===== config.mk =====
export PLATFORM = sky130hd
export DESIGN_NAME = tmr_ocmp
export DESIGN_NICKNAME = d
export VERILOG_FILES = /design/src/rtl/tmr_ocmp_pkg.sv /design/src/rtl/tmr_ocmp_cmpreg.sv /design/src/rtl/tmr_ocmp_flag.sv /design/src/rtl/tmr_ocmp_match.sv /design/src/rtl/tmr_ocmp.sv
export SDC_FILE = /design/constraint.sdc
export NUM_CORES = 1
export LEC_CHECK = 0
export ABC_AREA = 1
export BUFFER_PORTS_ARGS = -buffer_cell sky130_fd_sc_hd__buf_2
export CAP_MARGIN = 15
export CORE_ASPECT_RATIO = 0.5
export CORE_UTILIZATION = 35
export DETAILED_ROUTE_END_ITERATION = 10
export PLACE_DENSITY = 0.57
export SETUP_SLACK_MARGIN = 0.15
export SYNTH_ARGS = -nofsm -noshare
export SYNTH_HDL_FRONTEND = slang
export SYNTH_SLANG_ARGS = --single-unit

===== constraint.sdc =====
create_clock -name clk_i -period 2.2 [get_ports clk_i]
set_input_delay 0 -clock clk_i [delete_from_list [all_inputs] [get_ports clk_i]]
set_output_delay 0 -clock clk_i [all_outputs]
set_load 0.03 [all_outputs]

===== src/rtl/tmr_ocmp_pkg.sv =====
package tmr_ocmp_pkg;
  typedef enum logic [1:0] {
    A_CMP_HI = 2'd0,
    A_CMP_LO = 2'd1,
    A_STAT   = 2'd2,
    A_CTRL   = 2'd3
  } reg_addr_e;

  localparam int unsigned STAT_FLAG_BIT = 7;
  localparam int unsigned CTRL_LVL_BIT  = 0;
endpackage


===== src/rtl/tmr_ocmp_cmpreg.sv =====
module tmr_ocmp_cmpreg #(
  parameter int unsigned DW = 8,
  parameter int unsigned NB = 2
) (
  input  logic             clk_i,
  input  logic             rst_ni,
  input  logic [NB-1:0]    byte_we_i,
  input  logic [DW-1:0]    wdata_i,
  output logic [NB*DW-1:0] cmp_o,
  output logic             inhibit_o
);
  // compare bytes are intentionally not reset
  for (genvar g = 0; g < NB; g++) begin : g_lane
    always_ff @(posedge clk_i) begin
      if (byte_we_i[g]) cmp_o[g*DW +: DW] <= wdata_i;
    end
  end

  // high byte arms the inhibit, low byte releases it
  always_ff @(posedge clk_i or negedge rst_ni) begin
    if (!rst_ni)           inhibit_o <= 1'b0;
    else if (byte_we_i[0]) inhibit_o <= 1'b0;
    else if (byte_we_i[NB-1]) inhibit_o <= 1'b1;
  end
endmodule


===== src/rtl/tmr_ocmp_flag.sv =====
module tmr_ocmp_flag (
  input  logic clk_i,
  input  logic rst_ni,
  input  logic set_i,
  input  logic stat_rd_i,
  input  logic lo_wr_i,
  output logic flag_o,
  output logic armed_o
);
  // flag survives reset; a new match wins over a clear
  always_ff @(posedge clk_i) begin
    if (set_i)                   flag_o <= 1'b1;
    else if (armed_o && lo_wr_i) flag_o <= 1'b0;
  end

  always_ff @(posedge clk_i or negedge rst_ni) begin
    if (!rst_ni)                  armed_o <= 1'b0;
    else if (lo_wr_i)             armed_o <= 1'b0;
    else if (stat_rd_i && flag_o) armed_o <= 1'b1;
  end
endmodule


===== src/rtl/tmr_ocmp_match.sv =====
module tmr_ocmp_match #(
  parameter int unsigned CW = 16
) (
  input  logic          clk_i,
  input  logic          rst_ni,
  input  logic          tick_i,
  input  logic [CW-1:0] cnt_i,
  input  logic [CW-1:0] cmp_i,
  input  logic          inhibit_i,
  input  logic          level_i,
  output logic          hit_o,
  output logic          pin_o
);
  assign hit_o = tick_i && !inhibit_i && (cnt_i == cmp_i);

  always_ff @(posedge clk_i or negedge rst_ni) begin
    if (!rst_ni)    pin_o <= 1'b0;
    else if (hit_o) pin_o <= level_i;
  end
endmodule


===== src/rtl/tmr_ocmp.sv =====
module tmr_ocmp
  import tmr_ocmp_pkg::*;
#(
  parameter int unsigned DW = 8
) (
  input  logic            clk_i,
  input  logic            rst_ni,
  input  logic            tick_i,
  input  logic [2*DW-1:0] cnt_i,
  input  logic            wr_en_i,
  input  logic            rd_en_i,
  input  logic [1:0]      addr_i,
  input  logic [DW-1:0]   wdata_i,
  output logic [DW-1:0]   rdata_o,
  output logic            flag_o,
  output logic            cmp_pin_o
);
  localparam int unsigned NB = 2;
  localparam int unsigned CW = NB * DW;

  logic [CW-1:0] cmp;
  logic          inhibit, armed, hit, level;
  logic          hi_wr, lo_wr, ctrl_wr, stat_rd;

  assign hi_wr   = wr_en_i && (addr_i == A_CMP_HI);
  assign lo_wr   = wr_en_i && (addr_i == A_CMP_LO);
  assign ctrl_wr = wr_en_i && (addr_i == A_CTRL);
  assign stat_rd = rd_en_i && (addr_i == A_STAT);

  tmr_ocmp_cmpreg #(.DW(DW), .NB(NB)) u_cmpreg (
    .clk_i     (clk_i),
    .rst_ni    (rst_ni),
    .byte_we_i ({hi_wr, lo_wr}),
    .wdata_i   (wdata_i),
    .cmp_o     (cmp),
    .inhibit_o (inhibit)
  );

  tmr_ocmp_match #(.CW(CW)) u_match (
    .clk_i     (clk_i),
    .rst_ni    (rst_ni),
    .tick_i    (tick_i),
    .cnt_i     (cnt_i),
    .cmp_i     (cmp),
    .inhibit_i (inhibit),
    .level_i   (level),
    .hit_o     (hit),
    .pin_o     (cmp_pin_o)
  );

  tmr_ocmp_flag u_flag (
    .clk_i     (clk_i),
    .rst_ni    (rst_ni),
    .set_i     (hit),
    .stat_rd_i (stat_rd),
    .lo_wr_i   (lo_wr),
    .flag_o    (flag_o),
    .armed_o   (armed)
  );

  always_ff @(posedge clk_i or negedge rst_ni) begin
    if (!rst_ni)      level <= 1'b0;
    else if (ctrl_wr) level <= wdata_i[CTRL_LVL_BIT];
  end

  always_comb begin
    rdata_o = '0;
    case (addr_i)
      A_CMP_HI: rdata_o = cmp[CW-1 -: DW];
      A_CMP_LO: rdata_o = cmp[DW-1:0];
      A_STAT:   rdata_o[STAT_FLAG_BIT] = flag_o;
      default:  rdata_o[CTRL_LVL_BIT] = level;
    endcase
  end
endmodule



Yosys cells after proc, flatten, opt, wreduce, memory -nomap -nowiden
Cells that the tools add are included.

Bits in latches: 0. Output and inout port bits: 10. Memory bits (writable): 0. Memories: 0. Memory bits (read-only): 0. Flip-flop bits (word level): 21. Word-level logic and storage cells: 30.

Add/subtract/negate cells: 0. Bitwise operators: 0. Shift-type cells: 0. Multiplexer cells: 7. Reductions and logical operators: 12. $mul: 0. Equal/unequal tests: 4. $lt $le $gt $ge: 0. Divide/modulo/power cells: 0.

Operators by type and width (number): $eq 16x16->1 (1); $pmux 6 s2 (1); $logic_and 1x1->1 (8); $pmux 1 s3 (2); $eq 2x2->1 const B (2); $mux 1 (4); $reduce_bool 2->1 (2); $eq 2x1->1 const B (1); $logic_not 2->1 (1); $logic_not 1->1 (1).

Depth between registers and ports, before layout
Gate-level depths: netlist of run 1.

Word-level depth: 5. Gate-level depth with buffers: 9.

Modules after synthesis
Synthesis of run 1 repeated with hierarchy kept, for this count alone.

Cells, all modules: 154. Area total of the unflattened synthesis: 1198.6 sq um.

By module, submodules not included: tmr_ocmp_cmpreg (cells an instance 19, instances 1, sequential area each 505.5 sq um, area an instance 513.0 sq um); tmr_ocmp_match (cells an instance 86, instances 1, sequential area each 25.0 sq um, area an instance 381.6 sq um); tmr_ocmp (cells an instance 40, instances 1, sequential area each 25.0 sq um, area an instance 227.7 sq um); tmr_ocmp_flag (cells an instance 9, instances 1, sequential area each 45.0 sq um, area an instance 76.3 sq um).

Worst setup path before layout of run 1
Ideal clock, no wire load.

Path type: register to output. From: reg u_cmpreg.cmp_o[2]. To: out rdata_o[2]. Setup slack: 1.138 ns. Buffers on the path: 0. Arrival time: 1.062 ns. Stages on the path, launching flop included: 3. Path through: edfxtp_1 inv_1 o21ai_0.

Word-level cells in the longest chain between the ends: 1.

RTL lines: start, declared (RTL line tmr_ocmp_cmpreg.sv:9) `output logic [NB*DW-1:0] cmp_o,`; start signal, assigned by index (RTL line tmr_ocmp_cmpreg.sv:15) `if (byte_we_i[g]) cmp_o[g*DW +: DW] <= wdata_i;`; $pmux 6 s2 (RTL line tmr_ocmp.sv:68) `case (addr_i)`; end, declared (RTL line tmr_ocmp.sv:14) `output logic [DW-1:0] rdata_o,`.

No other way between the ends.

Worst setup path in the final report of run 1
From: reg u_cmpreg.cmp_o[14]. To: reg u_match.pin_o.

Word-level cells in the longest chain between the ends: 2.

RTL lines: $eq 16x16->1 (RTL line tmr_ocmp_match.sv:14) `assign hit_o = tick_i && !inhibit_i && (cnt_i == cmp_i);`; $logic_and 1x1->1 (RTL line tmr_ocmp_match.sv:14); end signal, assigned (RTL line tmr_ocmp_match.sv:18) `else if (hit_o) pin_o <= level_i;`; end, declared (RTL line tmr_ocmp_match.sv:12) `output logic pin_o`.

No other way between the ends. A chain may end at the register's enable or synchronous reset.

==> results of run 1 <==
[where the power goes]
group / switching [W] / internal (W)
combinational: 0.0000899 / 0.0000649
sequential: 0.0000121 / 0.000450
clock: 0.000112 / 0.000129
[cell usage after synthesis, drive strengths merged]
cell,instances
nand2,45
inv,30
edfxtp,16
nor2,14
o21ai,8
nand3,5
dfrtp,4
nand4,2
o221ai,2
o22ai,2
xnor2,2
a21oi,1
dfxtp,1
mux2,1
or2,1
xor2,1
[final cells by class]
class	instances	area, um^2	area share [%]
tap	40	50.05	3.342
clock buffer	4	45.04	3.008
inverter	30	112.6	7.519
sequential	21	600.6	40.10
timing repair buffer	49	290.3	19.38
multi-input combinational	84	399.1	26.65
[critical path: cells and delay by family, from the launching register on]
| kind | cells | cell delay [ns] |
|---|---|---|
| DFF | 1 | 0.44 |
| and+or+nand+nor | 8 | 0.70 |
[per-layer routing]
metal	up-vias	track usage (%)
li1	529	-
met1	433	25.98
met2	26	23.14
met3	0	4.835
met4	0	2.105
met5	-	0
[worst paths after layout]
check	start	end	slack [ns]	cells after the start
min in group asynchronous	rst_ni	u_cmpreg.inhibit_o$_DFFE_PN0P_	0.08	2
hold reg to reg	u_match.pin_o$_DFFE_PN0P_	u_match.pin_o$_DFFE_PN0P_	0.47	2
max in group asynchronous	rst_ni	u_match.pin_o$_DFFE_PN0P_	1.99	2
setup reg to reg	u_cmpreg.cmp_o[14]$_DFFE_PP_	u_match.pin_o$_DFFE_PN0P_	0.96	8
setup / recovery	u_cmpreg.cmp_o[14]$_DFFE_PP_	u_match.pin_o$_DFFE_PN0P_	0.96	8
hold / removal	rd_en_i	u_flag.armed_o$_DFFE_PN0P_	0.04	3
[registers in the layout (all words and copies together) (netlist names)]
name and cells:
u_match.pin_o 1, u_flag.flag_o 1, u_cmpreg.inhibit_o 1, level 1, u_flag.armed_o 1, u_cmpreg.cmp_o 16
[cells by family after synthesis]
| family | synth area share (%) |
|---|---|
| and+or+nand+nor | 25.42 |
| muxes | 1.012 |
| DFF | 53.99 |
| buffers and inverters | 10.12 |
| xor gates and xnor gates | 2.363 |
| AOI/OAI and AO/OA | 7.086 |
[through the flow]
stage	cell area [um^2]	total power (W)	worst slack (ns)	hold WS, ns	instances
floorplan	1112	0.0005515	1.138	-0.2956	135
global placement	1363	0.0006129	0.8041	-0.1849	215
detailed placement	1363	0.0006137	0.7641	-0.1854	215
CTS	1498	0.0008649	0.9498	0.03232	228
global route	1498	0.0009056	0.8393	0.04021	228
finish	1498	0.0008574	0.9570	0.03760	228
==> results.py, run 1 <==
metrics = {
    "run_status": {
        "status": "finished clean",
    },
    "logic_synthesis": {
        "synth_nets": 166,
        "yosys-top-cells-area": "edfxtp_1 43%, nand2_1 15%, inv_1 9.1%",
        "ys_types": 20,
        "syn_area_um2": 1112,
        "synth_area_leader_cell": "edfxtp_1",
        "yosys.area.top_type_share_pct": 43.19,
        "synth.avg_cell_area_um2": 8.239,
        "yosys_warnings": 0,
        "yosysSeqAreaShare_pct": 53.99,
        "synthCells": 135,
        "synth_seq_cells": 21,
    },
    "worst_setup_path": {
        "cpPeakStageDelay_ns": 0.44,
        "critPathArrivalTime_ns": 1.39,
        "critPathSlowestCell": "edfxtp_1",
        "required_ns": 2.34,
        "crit_top_cell": "nand2_1",
        "critPathLaunchType": "register",
        "crit_type": "reg -> reg",
        "crit_chain": "nand2_1 -> nand2_1 -> nor2_1 -> nand2_1 -> nor2_2 -> nand3_1 -> nand2_1 -> nand2_1",
        "crit_path_end_kind": "register",
        "critPathMaxFanout": 3,
    },
    "grt": {
        "overflow": 0,
        "antenna_found_initial": 0,
        "grt_max_degree": 12,
        "grt_pass1_vias": 899,
        "grt_pass1_wl_um": 4091,
        "track_usage_pct": 16.67,
    },
    "die": {
        "die_h_um": 41.87,
        "fp.dieW_um": 81.73,
        "initial_core_util_pct": 36.92,
        "core-area_um2": 3013,
        "dieArea_um2": 3421,
        "placementRows": 14,
        "io_pins": 41,
    },
    "cts": {
        "clockRootBuffer": "clkbuf_8",
        "cts_inserted_buffers": 3,
        "cts_setup_buffers": 0,
        "cts-resized-gates": 0,
        "cts_tree": "yes",
        "clockBufferDepth": 2,
        "cts_hold_buf": 9,
        "insertion_delay_ns": 0.25,
        "cts_max_level": 1,
        "clkTransAtPathRegs_ns": 0.07,
        "cts_sinks": 21,
    },
    "final_layout": {
        "nFillCells": 298,
        "utilization_pct": 49.71,
        "final_common_cell": "nand2_1",
        "layout-drive-gt1-share_pct": 27.66,
        "fin_nets": 220,
        "num_antenna_cells": 0,
        "area_growth_pct": 34.65,
        "final_cell_mix": "45 x nand2_1, 40 x buf_2, 27 x inv_1",
    },
    "power_and_ir_drop": {
        "peakVddDrop_mv": 0.4291,
        "powerDensity_nw_per_um2": 572.5,
        "p_leak_nw": 0.7684,
    },
    "flow_run": {
        "drv_cap": 0,
    },
    "detailed_routing": {
        "num_vias": 988,
        "drc": 0,
        "drtAntennaViolNets": 0,
        "top_layer": "met3",
        "dr_wl_met3_um": 145,
        "drt_wl_total_um": 2538,
        "wl_met2_um": 1012,
        "wl_met1_um": 1380,
        "wire_per_inst_um": 11.13,
        "vias_per_cell": 4.333,
        "drt_first_pass_iters": 4,
        "drt_iter0_markers": 77,
    },
    "timing": {
        "final_max_slew_viol_count": 0,
        "finalSetupViolCount": 0,
        "period_minus_slack_ns": 1.243,
        "rsz0062_at_grt": "false",
        "fmax_mhz": 804.5,
        "hold_violations": 0,
        "finalCritPeriodShare_pct": 56.50,
        "worst_pin_slew_ns": 0.6678,
        "finalSetupTns_ns": 0,
        "finClkSkew_ns": 0.004404,
        "slew_headroom_pct": 55.31,
    },
    "place": {
        "port_buffers": 40,
        "gp_congestion": 0.8139,
        "dp_hpwl_um": 2040,
    },
    "worst_hold_path": {
        "hp-class": "in -> reg",
    },
}
Power figures use the tool's default switching activity.
==> run 2: changes to the inputs <==
--- a/config.mk
+++ b/config.mk
@@ -5,13 +5,13 @@
 export SDC_FILE = /design/constraint.sdc
 export NUM_CORES = 1
 export LEC_CHECK = 0
-export ABC_AREA = 1
+export ABC_AREA = 0
 export BUFFER_PORTS_ARGS = -buffer_cell sky130_fd_sc_hd__buf_2
 export CAP_MARGIN = 15
 export CORE_ASPECT_RATIO = 0.5
 export CORE_UTILIZATION = 35
 export DETAILED_ROUTE_END_ITERATION = 10
-export PLACE_DENSITY = 0.57
+export PLACE_DENSITY = 0.6
 export SETUP_SLACK_MARGIN = 0.15
 export SYNTH_ARGS = -nofsm -noshare
 export SYNTH_HDL_FRONTEND = slang
==> constraint.sdc (replaced) <==
create_clock -name clk_i -period 1 [get_ports clk_i]
set_input_delay 0 -clock clk_i [delete_from_list [all_inputs] [get_ports clk_i]]
set_output_delay 0 -clock clk_i [all_outputs]
set_load 0.03 [all_outputs]
==> run 2 against run 1 <==
  * The run now ends with setup timing left
  * Non-clock buffer count up 11
  * Die area down 8.6%
  * Maximum frequency down 24%
  * Sequential share of layout area down 0.61 points
  * First-iteration DRC count down 13%
  * Sequential power up 130%
  * Global-route usage down 1.5 points
  * Hold slack better by 0.032 ns
  * Core utilization up 7.7 points
  * Cell count down 23%
  * Largest power group unchanged
  * Critical path depth down 3
==> results.py, run 2 <==
metrics = {
    "run_status": {
        "status": "complete, but fails checks",
        "violations": "setup timing",
    },
    "final_layout": {
        "layout-drive-gt1-share_pct": 45.32,
        "area_growth_pct": 50.99,
        "final_cell_mix": "31 x buf_2, 17 x buf_4, 16 x edfxtp_1",
        "largest_reg_flops": 16,
        "final_common_cell": "buf_2",
        "fin_nets": 171,
        "final_cells": 176,
        "top_register": "u_cmpreg.cmp_o",
        "num_antenna_cells": 0,
    },
    "timing": {
        "worst_pin_slew_ns": 0.2513,
        "finClkSkew_ns": 0.003700,
        "finalCritPeriodShare_pct": 163.4,
        "finalSetupTns_ns": -1.814,
        "fin_ws_ns": -0.6343,
        "rsz0062_at_grt": "true",
        "hold_violations": 0,
        "period_minus_slack_ns": 1.634,
        "holdWs_ns": 0.06987,
        "slew_headroom_pct": 83.09,
        "fmax_mhz": 611.9,
        "final_max_slew_viol_count": 0,
        "finalSetupViolCount": 10,
    },
    "place": {
        "dp.cells": 162,
        "dp_hpwl_um": 1723,
        "gp_congestion": 0.7665,
        "pre_cts_ws_ns": -0.6269,
        "port_buffers": 40,
    },
    "logic_synthesis": {
        "syn_area_um2": 1013,
        "synth_most_common_cell": "edfxtp_1",
        "ys_types": 25,
        "yosys-top-cells-area": "edfxtp_1 47%, xor2_1 10%, dfrtp_1 9.9%",
        "synth_seq_cells": 21,
        "async_flop_share_pct": 19.05,
        "yosys.area.top_type_share_pct": 47.41,
        "synth_nets": 108,
        "synth_edf_count": 16,
        "yosysSeqAreaShare_pct": 59.26,
        "synthCells": 77,
        "synthFlopType": "edfxtp_1",
        "yosys_warnings": 0,
        "synth_area_leader_cell": "edfxtp_1",
        "ys_top_cells_by_count": "16 x edfxtp_1, 12 x xor2_1, 8 x nor2_1, 7 x mux2i_1",
        "synth.avg_cell_area_um2": 13.16,
    },
    "worst_setup_path": {
        "critPathLaunchType": "register",
        "critPathArrivalTime_ns": 1.77,
        "crit_top_cell": "nand4_1",
        "crit_path_end_kind": "register",
        "crit_chain": "xnor2_1 -> nand4_1 -> nor4b_2 -> nand4_1 -> mux2_1",
        "required_ns": 1.14,
        "cpPeakStageDelay_ns": 0.43,
        "critPathMaxFanout": 2,
        "crit_type": "reg -> reg",
        "critPathSlowestCell": "edfxtp_1",
    },
    "grt": {
        "grt_max_degree": 13,
        "grt_pass1_wl_um": 3429,
        "antenna_found_initial": 0,
        "track_usage_pct": 15.13,
        "overflow": 0,
        "grt_pass1_vias": 689,
    },
    "power_and_ir_drop": {
        "powerDensity_nw_per_um2": 1312,
        "peakVddDrop_mv": 0.7688,
        "power_w": 0.002008,
        "p_leak_nw": 0.6925,
    },
    "cts": {
        "cts_sinks": 21,
        "clockRootBuffer": "clkbuf_8",
        "clkTransAtPathRegs_ns": 0.07,
        "cts_inserted_buffers": 3,
        "insertion_delay_ns": 0.25,
        "cts_max_level": 1,
        "clockBufferDepth": 2,
        "cts_tree": "yes",
    },
    "die": {
        "dieArea_um2": 3128,
        "placementRows": 13,
        "initial_core_util_pct": 37.99,
        "io_pins": 41,
        "core-area_um2": 2668,
        "fp.dieW_um": 78.10,
        "die_h_um": 40.05,
    },
    "detailed_routing": {
        "drt_iter0_markers": 67,
        "num_vias": 783,
        "drc": 0,
        "wire_per_inst_um": 12.26,
        "drt_wl_total_um": 2158,
        "drt_first_pass_iters": 4,
        "drtAntennaViolNets": 0,
        "vias_per_cell": 4.449,
    },
    "worst_hold_path": {
        "hp-class": "in -> reg",
    },
    "flow_run": {
        "drv_cap": 0,
    },
}
## run 2: per-layer routing
metal / routed length, um / vias to the layer above / track usage, % / part of all wire [%]
met3: 132 / 0 / 4.773 / 6.1
met2: 899 / 24 / 24.56 / 42
li1: - / 400 / - / -
met1: 1126 / 359 / 20.89 / 52
met5: 0 / - / 0 / 0
met4: 0 / 0 / 1.389 / 0
## run 2: per-stage QoR
stage | utilization [%] | area (um^2)
after floorplan | - | 1032
after global placement | 50.42 | 1345
after detailed placement | 50.42 | 1345
after CTS | 57.27 | 1528
after global routing | 57.36 | 1530
final | 57.36 | 1530
## run 2: path summary, 6_finish.rpt
kind                                              from  cells past startpoint                          to  slack [ns]
max                        u_cmpreg.cmp_o[4]$_DFFE_PP_                      5   u_match.pin_o$_DFFE_PN0P_       -0.63
min                                            rd_en_i                      3  u_flag.armed_o$_DFFE_PN0P_        0.07
max in group asynchronous                       rst_ni                      2   u_match.pin_o$_DFFE_PN0P_        0.79
min reg2reg                 u_flag.flag_o$_SDFFE_PP1P_                      2  u_flag.flag_o$_SDFFE_PP1P_        0.51
max reg2reg                u_cmpreg.cmp_o[4]$_DFFE_PP_                      5   u_match.pin_o$_DFFE_PN0P_       -0.63
min in group asynchronous                       rst_ni                      2           level$_DFFE_PN0P_        0.08
## run 2: worst max-delay path, delay by kind of cell (launching register included)
family / cells / cell delay [ns]
multiplexers: 1 / 0.33
AND/OR/NAND/NOR: 3 / 0.60
flip-flops: 1 / 0.43
XOR/XNOR: 1 / 0.17
## run 2: logic make-up (layout without fill, tap and decap cells)
group,after synthesis,count (layout),synth area share [%]
XOR/XNOR,16,16,13.83
AO/OA/AOI/OAI,6,6,3.704
AND/OR/NAND/NOR,20,20,11.36
multiplexers,10,10,10.25
flip-flops,21,21,59.26
buffers and inverters,4,66,1.604
## run 2: area by class of cell
| type | instances | area (um^2) |
|---|---|---|
| Fill cell | 235 | 1137 |
| Sequential cell | 21 | 604.3 |
| Multi-Input combinational cell | 52 | 419.2 |
| Timing Repair Buffer | 60 | 406.6 |
| Tap cell | 37 | 46.29 |
| Clock buffer | 3 | 41.29 |
| Inverter | 2 | 7.507 |
| Clock inverter | 1 | 5.005 |
## run 2: where the power goes
part           internal, W  leakage (nW)  switching (W)
sequential         0.00101         0.205      0.0000443
clock             0.000277        0.0255       0.000253
combinational     0.000233         0.462       0.000193
total              0.00152         0.693       0.000491
## run 2: timing repair
action | 4_1_cts | 5_1_grt
endpoints found under the hold margin | 20 | 0
hold buffers | 9 | 0
setup buffers | 1 | 0
endpoints found under the setup margin | 11 | 12
resized for setup | 13 | 2
pin swaps | 3 | 0
==> run 3: changes to the inputs <==
--- a/config.mk
+++ b/config.mk
@@ -5,13 +5,14 @@
 export SDC_FILE = /design/constraint.sdc
 export NUM_CORES = 1
 export LEC_CHECK = 0
-export ABC_AREA = 0
+export ABC_AREA = 1
 export BUFFER_PORTS_ARGS = -buffer_cell sky130_fd_sc_hd__buf_2
 export CAP_MARGIN = 15
 export CORE_ASPECT_RATIO = 0.5
 export CORE_UTILIZATION = 35
+export CTS_CLUSTER_SIZE = 30
 export DETAILED_ROUTE_END_ITERATION = 10
-export PLACE_DENSITY = 0.6
+export PLACE_DENSITY = 0.59
 export SETUP_SLACK_MARGIN = 0.15
 export SYNTH_ARGS = -nofsm -noshare
 export SYNTH_HDL_FRONTEND = slang
==> run 3 against run 2 <==
  * The flow still finishes with violations (setup timing)
  * Combinational power up 15%
  * Via count is 39% higher
  * Global-route usage up 3.9 points
  * Non-clock buffer count is 7 higher
  * Sequential cell count did not move
  * Clock skew up 0.0016 ns
  * Critical path type unchanged
  * Cell count up 40%
  * Critical path depth rose by 3
  * Sequential share of layout area decreased by 6.0 points
==> results.py, run 3 (same netlist as run 1, synthesis figures left out) <==
metrics = {
    "run_status": {
        "status": "complete, but fails checks",
        "violations": "setup timing",
    },
    "die": {
        "die_h_um": 41.87,
        "fp.dieW_um": 81.73,
        "io_pins": 41,
        "core-area_um2": 3013,
        "initial_core_util_pct": 36.92,
        "dieArea_um2": 3421,
        "placementRows": 14,
    },
    "detailed_routing": {
        "wl_met1_um": 1496,
        "vias_per_cell": 4.431,
        "drtAntennaViolNets": 0,
        "drt_first_pass_iters": 4,
        "wire_per_inst_um": 11.88,
        "drt_iter0_markers": 62,
        "wl_met2_um": 1271,
        "drt_wl_total_um": 2923,
        "dr_wl_met3_um": 140,
        "drc": 0,
        "num_vias": 1090,
        "top_layer": "met4",
    },
    "cts": {
        "clockBufferDepth": 2,
        "clkTransAtPathRegs_ns": 0.08,
        "clockRootBuffer": "clkbuf_8",
        "cts_setup_buffers": 0,
        "cts_inserted_buffers": 3,
        "cts_sinks": 21,
        "insertion_delay_ns": 0.26,
        "cts_tree": "yes",
        "cts_max_level": 1,
    },
    "worst_setup_path": {
        "critPathArrivalTime_ns": 1.33,
        "required_ns": 1.15,
        "crit_path_end_kind": "register",
        "rrSetupSlack_ns": -0.18,
        "critPathLaunchType": "register",
        "critPathMaxFanout": 2,
        "crit_type": "reg -> reg",
    },
    "final_layout": {
        "area_growth_pct": 61.42,
        "final_common_cell": "nand2_1",
        "num_antenna_cells": 0,
        "utilization_pct": 59.59,
        "final_cell_mix": "43 x nand2_1, 32 x buf_2, 24 x inv_1",
        "nFillCells": 276,
        "fin_nets": 238,
        "top_register": "u_cmpreg.cmp_o",
        "largest_reg_flops": 16,
        "stdcell_area_um2": 1795,
        "layout-drive-gt1-share_pct": 42.72,
    },
    "timing": {
        "finalSetupTns_ns": -0.7162,
        "holdWs_ns": 0.01851,
        "finClkSkew_ns": 0.005339,
        "fmax_mhz": 849.3,
        "fin_ws_ns": -0.1775,
        "final_max_slew_viol_count": 0,
        "period_minus_slack_ns": 1.177,
        "slew_headroom_pct": 80.55,
        "finalSetupViolCount": 10,
        "hold_violations": 0,
        "worst_pin_slew_ns": 0.2911,
        "finalCritPeriodShare_pct": 117.7,
        "rsz0062_at_grt": "true",
    },
    "grt": {
        "grt_pass1_vias": 1059,
        "grt_pass1_wl_um": 4726,
        "track_usage_pct": 19.01,
        "antenna_found_initial": 0,
        "overflow": 0,
        "grt_max_degree": 13,
    },
    "power_and_ir_drop": {
        "peakVddDrop_mv": 1.043,
        "powerDensity_nw_per_um2": 1154,
        "p_leak_nw": 0.8965,
    },
    "place": {
        "gp_congestion": 0.8300,
        "pre_cts_ws_ns": -0.1556,
        "dp_hpwl_um": 2219,
        "port_buffers": 40,
        "dpl_cell_area_um2": 1526,
    },
    "flow_run": {
        "drv_cap": 0,
    },
    "worst_hold_path": {
        "hp-class": "in -> reg",
    },
}
[run 3: where the power goes]
group | total, W | internal [W] | switching [W]
combinational | 0.000489 | 0.000240 | 0.000249
clock | 0.000564 | 0.000278 | 0.000286
sequential | 0.00102 | 0.000990 | 0.0000286
[run 3: worst paths after layout]
kind | start | end | depth (start not counted)
min in group asynchronous | rst_ni | level$_DFFE_PN0P_ | 2
min reg2reg | u_flag.flag_o$_SDFFE_PP1P_ | u_flag.flag_o$_SDFFE_PP1P_ | 2
max | u_cmpreg.cmp_o[7]$_DFFE_PP_ | u_match.pin_o$_DFFE_PN0P_ | 8
max in group asynchronous | rst_ni | u_cmpreg.inhibit_o$_DFFE_PN0P_ | 2
max reg2reg | u_cmpreg.cmp_o[7]$_DFFE_PP_ | u_match.pin_o$_DFFE_PN0P_ | 8
min | rd_en_i | u_flag.armed_o$_DFFE_PN0P_ | 3
[run 3: final cells by class]
cell class | count | area (um^2) | share of cell area (%)
Tap cell | 40 | 50.05 | 2.787
Inverter | 30 | 112.6 | 6.272
Clock inverter | 1 | 5.005 | 0.2787
Timing Repair Buffer | 67 | 494.2 | 27.53
Sequential cell | 21 | 601.8 | 33.52
Multi-Input combinational cell | 84 | 490.5 | 27.32
Clock buffer | 3 | 41.29 | 2.300
[run 3: stage by stage]
step           instances  total power (W)
2_1_floorplan        135         0.001228
3_3_place_gp         233         0.001421
3_5_place_dp         233         0.001426
4_1_cts              246         0.002067
5_1_grt              246         0.002166
6_report             246         0.002071
[run 3: per-layer routing]
layer / GRT usage (%) / vias to the layer above
li1: - / 568
met1: 27.41 / 495
met2: 29.09 / 25
met3: 4.835 / 2
met4: 3.158 / 0
met5: 0 / -
[run 3: worst max-delay path: stages (launching register included)]
cell and delay, ns:
edfxtp_1 0.41, nand2_1 0.08, o21ai_1 0.07, nor2_1 0.12
nand2_1 0.07, nor2_2 0.10, nand3_1 0.10, nand2_1 0.08
nand2_1 0.05
[run 3: timing repair]
item                       in CTS  in global routing
pin swaps                       8                  3
hold endpoints to repair       20                  0
hold buffers                    9                  0
resized for setup              25                 12
setup endpoints to repair      10                 11
